`src/rtl/fseq_pkg.sv`:
```
package fseq_pkg;

  typedef enum logic [1:0] {
    OP_PROG = 2'd0,
    OP_SECT = 2'd1,
    OP_CHIP = 2'd2,
    OP_LOCK = 2'd3
  } op_e;

  typedef enum logic [1:0] {
    ST_IDLE  = 2'd0,
    ST_UNLK  = 2'd1,
    ST_POLL  = 2'd2,
    ST_PAUSE = 2'd3
  } st_e;

  localparam logic [14:0] KEY_ADDR_A = 15'h5555;
  localparam logic [14:0] KEY_ADDR_B = 15'h2AAA;

  localparam logic [7:0] KEY_DATA_A = 8'hAA;
  localparam logic [7:0] KEY_DATA_B = 8'h55;
  localparam logic [7:0] CMD_PROG   = 8'hA0;
  localparam logic [7:0] CMD_ERASE  = 8'h80;
  localparam logic [7:0] CMD_CHIP   = 8'h10;
  localparam logic [7:0] CMD_SECT   = 8'h30;
  localparam logic [7:0] CMD_LOCK   = 8'h40;

  localparam int SHORT_LEN = 4;
  localparam int LONG_LEN  = 6;

endpackage

```
`src/rtl/fseq_unlock_gen.sv`:
```
module fseq_unlock_gen
  import fseq_pkg::*;
#(
  parameter int ADDR_W = 18
) (
  input  op_e               op,
  input  logic [2:0]        step,
  input  logic [ADDR_W-1:0] tgt,
  input  logic [7:0]        din,
  output logic [ADDR_W-1:0] wa,
  output logic [7:0]        wd,
  output logic              last
);

  localparam logic [ADDR_W-1:0] AK_A = ADDR_W'(KEY_ADDR_A);
  localparam logic [ADDR_W-1:0] AK_B = ADDR_W'(KEY_ADDR_B);
  localparam logic [2:0] LAST_SHORT = 3'(SHORT_LEN - 1);
  localparam logic [2:0] LAST_LONG  = 3'(LONG_LEN - 1);

  logic short_seq;
  assign short_seq = (op == OP_PROG);

  always_comb begin
    wa = AK_A;
    wd = KEY_DATA_A;
    case (step)
      3'd0: begin wa = AK_A; wd = KEY_DATA_A; end
      3'd1: begin wa = AK_B; wd = KEY_DATA_B; end
      3'd2: begin wa = AK_A; wd = short_seq ? CMD_PROG : CMD_ERASE; end
      3'd3: begin
        if (short_seq) begin wa = tgt; wd = din; end
        else begin wa = AK_A; wd = KEY_DATA_A; end
      end
      3'd4: begin wa = AK_B; wd = KEY_DATA_B; end
      3'd5: begin
        case (op)
          OP_SECT: begin wa = tgt;  wd = CMD_SECT; end
          OP_CHIP: begin wa = AK_A; wd = CMD_CHIP; end
          default: begin wa = AK_A; wd = CMD_LOCK; end
        endcase
      end
      default: begin wa = AK_A; wd = KEY_DATA_A; end
    endcase
  end

  assign last = short_seq ? (step == LAST_SHORT) : (step == LAST_LONG);

endmodule

```
`src/rtl/fseq_poll_eval.sv`:
```
module fseq_poll_eval #(
  parameter int TIMEOUT_POLLS = 100_000
) (
  input  logic clk,
  input  logic rst,
  input  logic clear,
  input  logic sample,
  input  logic toggle_mode,
  input  logic exp_b7,
  input  logic rd_b7,
  input  logic rd_b6,
  output logic hit,
  output logic expire
);

  localparam int CW = $clog2(TIMEOUT_POLLS + 1);
  localparam logic [CW-1:0] CNT_LAST = CW'(TIMEOUT_POLLS - 1);

  logic [CW-1:0] cnt;
  logic          prev_b6;
  logic          have_prev;
  logic          match;

  always_comb begin
    if (toggle_mode) match = have_prev && (rd_b6 == prev_b6);
    else             match = (rd_b7 == exp_b7);
  end

  assign hit    = sample && match;
  assign expire = sample && !match && (cnt == CNT_LAST);

  always_ff @(posedge clk) begin
    if (rst || clear) begin
      cnt       <= '0;
      prev_b6   <= 1'b0;
      have_prev <= 1'b0;
    end else if (sample) begin
      cnt       <= cnt + 1'b1;
      prev_b6   <= rd_b6;
      have_prev <= 1'b1;
    end
  end


  poll_limit_chk: assert property (@(posedge clk) disable iff (rst)
    sample |-> (cnt <= CNT_LAST));

endmodule

```
`src/rtl/fseq_pause_timer.sv`:
```
module fseq_pause_timer #(
  parameter int PAUSE_CYCLES = 50_000_000
) (
  input  logic clk,
  input  logic rst,
  input  logic start,
  input  logic run,
  output logic fin
);

  localparam int PW = $clog2(PAUSE_CYCLES + 1);
  localparam logic [PW-1:0] P_LAST = PW'(PAUSE_CYCLES - 1);

  logic [PW-1:0] cnt;

  assign fin = run && (cnt == P_LAST);

  always_ff @(posedge clk) begin
    if (rst || start) cnt <= '0;
    else if (run)     cnt <= cnt + 1'b1;
  end


  pause_range_chk: assert property (@(posedge clk) disable iff (rst)
    run |-> (cnt <= P_LAST));

endmodule

```
`src/rtl/flash_prog_seq.sv`:
```
module flash_prog_seq
  import fseq_pkg::*;
#(
  parameter int ADDR_W        = 18,
  parameter int CLK_HZ        = 50_000_000,
  parameter int PAUSE_MS      = 1000,
  parameter int TIMEOUT_POLLS = 100_000
) (
  input  logic              clk,
  input  logic              rst,
  input  logic              req_valid,
  input  logic [1:0]        req_op,
  input  logic [ADDR_W-1:0] req_addr,
  input  logic [7:0]        req_data,
  output logic              busy,
  output logic              done,
  output logic              err,
  output logic [ADDR_W-1:0] fl_addr,
  output logic [7:0]        fl_wdata,
  output logic              fl_we,
  output logic              fl_re,
  input  logic [7:0]        fl_rdata
);

  localparam int PAUSE_CYCLES = (CLK_HZ / 1000) * PAUSE_MS;

  st_e               state;
  op_e               op_q;
  logic [ADDR_W-1:0] addr_q;
  logic [7:0]        data_q;
  logic [2:0]        step;

  logic [ADDR_W-1:0] u_addr;
  logic [7:0]        u_data;
  logic              u_last;

  logic poll_clear, poll_sample, poll_hit, poll_expire;
  logic pause_start, pause_fin;
  logic unused_rd;

  assign unused_rd = ^fl_rdata[5:0];

  fseq_unlock_gen #(.ADDR_W(ADDR_W)) u_gen (
    .op   (op_q),
    .step (step),
    .tgt  (addr_q),
    .din  (data_q),
    .wa   (u_addr),
    .wd   (u_data),
    .last (u_last)
  );

  assign poll_clear  = (state == ST_UNLK) && u_last && (op_q != OP_LOCK);
  assign poll_sample = (state == ST_POLL) && fl_re;
  assign pause_start = (state == ST_UNLK) && u_last && (op_q == OP_LOCK);

  fseq_poll_eval #(.TIMEOUT_POLLS(TIMEOUT_POLLS)) u_poll (
    .clk         (clk),
    .rst         (rst),
    .clear       (poll_clear),
    .sample      (poll_sample),
    .toggle_mode (op_q != OP_PROG),
    .exp_b7      (data_q[7]),
    .rd_b7       (fl_rdata[7]),
    .rd_b6       (fl_rdata[6]),
    .hit         (poll_hit),
    .expire      (poll_expire)
  );

  fseq_pause_timer #(.PAUSE_CYCLES(PAUSE_CYCLES)) u_pause (
    .clk   (clk),
    .rst   (rst),
    .start (pause_start),
    .run   (state == ST_PAUSE),
    .fin   (pause_fin)
  );

  always_ff @(posedge clk) begin
    if (rst) begin
      state    <= ST_IDLE;
      op_q     <= OP_PROG;
      addr_q   <= '0;
      data_q   <= '0;
      step     <= '0;
      busy     <= 1'b0;
      done     <= 1'b0;
      err      <= 1'b0;
      fl_addr  <= '0;
      fl_wdata <= '0;
      fl_we    <= 1'b0;
      fl_re    <= 1'b0;
    end else begin
      done  <= 1'b0;
      err   <= 1'b0;
      fl_we <= 1'b0;
      fl_re <= 1'b0;
      case (state)
        ST_IDLE: begin
          if (req_valid) begin
            op_q   <= op_e'(req_op);
            addr_q <= req_addr;
            data_q <= req_data;
            step   <= '0;
            busy   <= 1'b1;
            state  <= ST_UNLK;
          end
        end
        ST_UNLK: begin
          fl_we    <= 1'b1;
          fl_addr  <= u_addr;
          fl_wdata <= u_data;
          step     <= step + 3'd1;
          if (u_last) state <= (op_q == OP_LOCK) ? ST_PAUSE : ST_POLL;
        end
        ST_POLL: begin
          if (poll_hit) begin
            done  <= 1'b1;
            busy  <= 1'b0;
            state <= ST_IDLE;
          end else if (poll_expire) begin
            err   <= 1'b1;
            busy  <= 1'b0;
            state <= ST_IDLE;
          end else begin
            fl_re   <= 1'b1;
            fl_addr <= addr_q;
          end
        end
        ST_PAUSE: begin
          if (pause_fin) begin
            done  <= 1'b1;
            busy  <= 1'b0;
            state <= ST_IDLE;
          end
        end
        default: state <= ST_IDLE;
      endcase
    end
  end


  done_err_excl_chk: assert property (@(posedge clk) disable iff (rst)
    !(done && err));


  done_pulse_chk: assert property (@(posedge clk) disable iff (rst)
    done |=> !done);


  err_pulse_chk: assert property (@(posedge clk) disable iff (rst)
    err |=> !err);


  poll_addr_stable_chk: assert property (@(posedge clk) disable iff (rst)
    (fl_re && $past(fl_re)) |-> $stable(fl_addr));


  one_strobe_chk: assert property (@(posedge clk) disable iff (rst)
    !(fl_we && fl_re));


  accept_idle_chk: assert property (@(posedge clk) disable iff (rst)
    $rose(busy) |-> $past(req_valid));


  lock_no_read_chk: assert property (@(posedge clk) disable iff (rst)
    (state == ST_PAUSE) |-> !fl_re);

endmodule

```
`config.mk`:
```
export PLATFORM = sky130hd
export DESIGN_NAME = flash_prog_seq
export DESIGN_NICKNAME = d
export VERILOG_FILES = /design/src/rtl/fseq_pkg.sv /design/src/rtl/fseq_unlock_gen.sv /design/src/rtl/fseq_poll_eval.sv /design/src/rtl/fseq_pause_timer.sv /design/src/rtl/flash_prog_seq.sv
export SDC_FILE = /design/constraint.sdc
export NUM_CORES = 1
export LEC_CHECK = 0
export BUFFER_PORTS_ARGS = -buffer_cell sky130_fd_sc_hd__clkbuf_2
export CELL_PAD_IN_SITES_DETAIL_PLACEMENT = 0
export CELL_PAD_IN_SITES_GLOBAL_PLACEMENT = 2
export CORE_ASPECT_RATIO = 1.75
export CORE_MARGIN = 3
export CORE_UTILIZATION = 34
export CTS_CLUSTER_SIZE = 24
export DETAILED_ROUTE_END_ITERATION = 16
export HOLD_SLACK_MARGIN = 0.1
export PLACE_DENSITY = 0.79
export SKIP_CTS_REPAIR_TIMING = 1
export SYNTH_ARGS = -nofsm -noshare
export SYNTH_HDL_FRONTEND = slang
export SYNTH_SLANG_ARGS = --single-unit
```
`constraint.sdc`:
```
create_clock -name clk -period 2.41 [get_ports clk]
set_clock_uncertainty 0.05 [all_clocks]
set_input_delay 0.482 -clock clk [delete_from_list [all_inputs] [get_ports clk]]
set_output_delay 0.482 -clock clk [all_outputs]
set_load 0.01 [all_outputs]
```
==> results.yml <==
setup_path:
  path_max_fanout: 7
  startpoint_type: "flop"
  cp_data_required_time_ps: 2610
  cp.arrival_ps: 2320
  critPathKind: "reg2reg"
  critPathCaptureType: "flop"
sta:
  fmax_ghz: 0.471
  worst_pin_slew_ps: 635
  finalHoldViolCount: 0
  max_slew_margin_pct: 57.5
  drv_slew: 0
  min_period_ps: 2120
  finalCritPeriodShare_pct: 88.0
  setup_viol: 0
  grt_setup_unrepaired: "false"
  hold_ws_ps: 298
  tns_ps: 0
clocking:
  cts.sinks: 109
  clock_path_buffers: 2
  numCtsBuffers: 9
  cts_htree_levels: 3
  clk_latency_ps: 340
  cts-root-buf: "clkbuf_16"
  cts_tree: "yes"
  clk_pin_slew_ps: 70
floorplan:
  dieHeight_um: 164
  die_w_um: 96.4
  rows: 57
  die_area_um2: 15800
  initial_core_util_pct: 34.8
  design.core.area_um2: 14000
  io_pins: 70
synthesis:
  synth_top_cell_by_area: "dfxtp_1"
  synthTopCellsByArea: "dfxtp_1 45%, nand2_1 7.3%, a21oi_1 5.5%"
  async_reset_ff_share_pct: 0
  synth_cells: 593
  ys.flop_type: "dfxtp_1"
  synth_top_cell_area_share_pct: 44.9
  yosysWarnings: 0
  synth_edf_count: 0
  yosysSeqAreaShare_pct: 44.9
  ys_types: 44
  netlist_top_cells_count: "109 x dfxtp_1, 95 x nand2_1, 57 x nor2_1"
  ys_ff_latch: 109
  avgSynthCellArea_um2: 8.20
  synth_nets: 642
  yosysMostFrequentCell: "dfxtp_1"
  syn_area_um2: 4860
placed_design:
  postPlaceCellArea_um2: 5520
  gp_congestion: 0.784
  dp_hpwl_mm: 9.15
  portBuffers: 63
power_and_ir_drop:
  power.switching_mw: 0.972
  sw_frac_of_total_pct: 26.1
  p_leak_nw: 2.15
  p_per_area_nw_per_um2: 643
  comb_power_share_pct: 11.5
  seqPwrFrac_pct: 51.8
  peakVddDrop_uv: 304
  pwr-share-clk_pct: 36.7
  internal_power_mw: 2.75
detailed_routing:
  drt_iter0_markers: 206
  drc: 0
  post_drt_wl_per_cell_um: 14.8
  num_vias: 4385
  drt_first_pass_iters: 4
  ant_nets: 0
  via_per_inst: 5.20
  wl_mm: 12.5
final_layout:
  layout-drive-gt1-share_pct: 16.9
  register_area_um2: 2180
  final_nets: 712
  fillers: 1513
  multi_input_area_um2: 2510
  antennaDiodeCount: 0
  area_growth_pct: 19.1
  finish.instance_area_um2: 5790
global_route:
  grt_overflow_total: 0
  grt_pass1_wl_mm: 21.2
  grt_max_degree: 34
  grt_pass1_vias: 4434
  track_usage_pct: 16.9
  antenna_found_initial: 0
run:
  maxCapViolCount: 0
hold_path:
  min_path_type: "in2reg"
status:
  outcome: "complete, no violations"
-- sequential cells by signal, summed over array words and instances, names as in the netlist --
signal / cells
op_q: 2
state: 2
u_poll.have_prev: 1
step: 3
u_poll.prev_b6: 1
fl_we: 1
fl_addr: 18
fl_wdata: 8
fl_re: 1
busy: 1
u_pause.cnt: 26
addr_q: 18
err: 1
done: 1
data_q: 8
u_poll.cnt: 17
-- power by group through the flow --
stage | logic (mW) | registers (mW) | clock network (mW)
after detailed placement | 0.434 | 1.97 | 0
after global routing | 0.486 | 1.94 | 1.48
after CTS | 0.435 | 1.93 | 1.42
after global placement | 0.427 | 1.97 | 0
final | 0.429 | 1.93 | 1.37
after floorplan | 0.237 | 1.98 | 0
-- metal layers --
layer	track usage, %	part of all wire, %	up-vias
met5	0	0	-
met4	5.49	1.5	0
met3	2.98	3.6	12
met2	30.9	54	79
met1	19.3	41	2082
li1	-	-	2212
-- per-stage QoR --
step / worst slack (ps) / utilization [%] / std cells / power, mW
after global routing: 81.3 / 41.4 / 844 / 3.91
final: 289 / 41.4 / 844 / 3.72
after detailed placement: 8.20 / 39.5 / 829 / 2.40
after CTS: 91.2 / 41.4 / 844 / 3.78
after floorplan: 340 / - / 593 / 2.21
after global placement: 33.8 / 39.5 / 829 / 2.40
-- cells by family after synthesis --
group                      Yosys count  synth area share (%)
DFF                                109                  44.9
muxes                                4                 0.849
and+or+nand+nor                    252                  24.9
buffers and inverters               45                  3.58
AOI/OAI and AO/OA                  135                  16.4
xor gates and xnor gates            38                  6.84
adders and majority gates           10                  2.57
-- area by class of cell --
| cell class | count | share of cell area, % |
|---|---|---|
| multi-input combinational | 439 | 43.4 |
| clock inverter | 5 | 0.648 |
| timing repair buffer | 94 | 9.89 |
| inverter | 10 | 0.648 |
| tap | 177 | 3.82 |
| clock buffer | 10 | 3.95 |
| sequential | 109 | 37.7 |
-- worst max-delay path, cell delays in order, from the launching register on --
cell	delay, ps
dfxtp_1	400
inv_1	80
ha_1	260
mux2_2	350
nor4b_1	390
nor2_1	200
a311oi_1	290
-- cell usage in the layout, fill, tap and decap left out, drive strengths merged, types with 4 or more instances in the layout --
cell type  synthesis  routed
ha                10      10
nand3             19      19
o21ai             32      32
nor4              10      10
o2111ai            8       8
nor4b              4       4
a211oi             9       9
xnor2             22      22
a21oi             53      53
buf                4      31
nand2b            16      16
nor3              10      10
inv               10      11
clkbuf            31      73
and4               6       6
nor2              57      57
nand4              6       6
nand2             95      95
nand3b             4       4
and3               8       8
dfxtp            109     109
xor2              16      16
a31oi             18      18
or3                7       7
-- worst paths after layout --
path                             startpoint          end  slack [ps]  cells past startpoint
worst max register to register      step[1]  fl_wdata[5]         290                      6
worst max-delay path                step[1]  fl_wdata[5]         290                      6
worst min register to register  fl_wdata[0]  fl_wdata[0]         400                      2
worst min-delay path            req_data[0]    data_q[0]         300                      3
(Power assumes the default switching activity.)
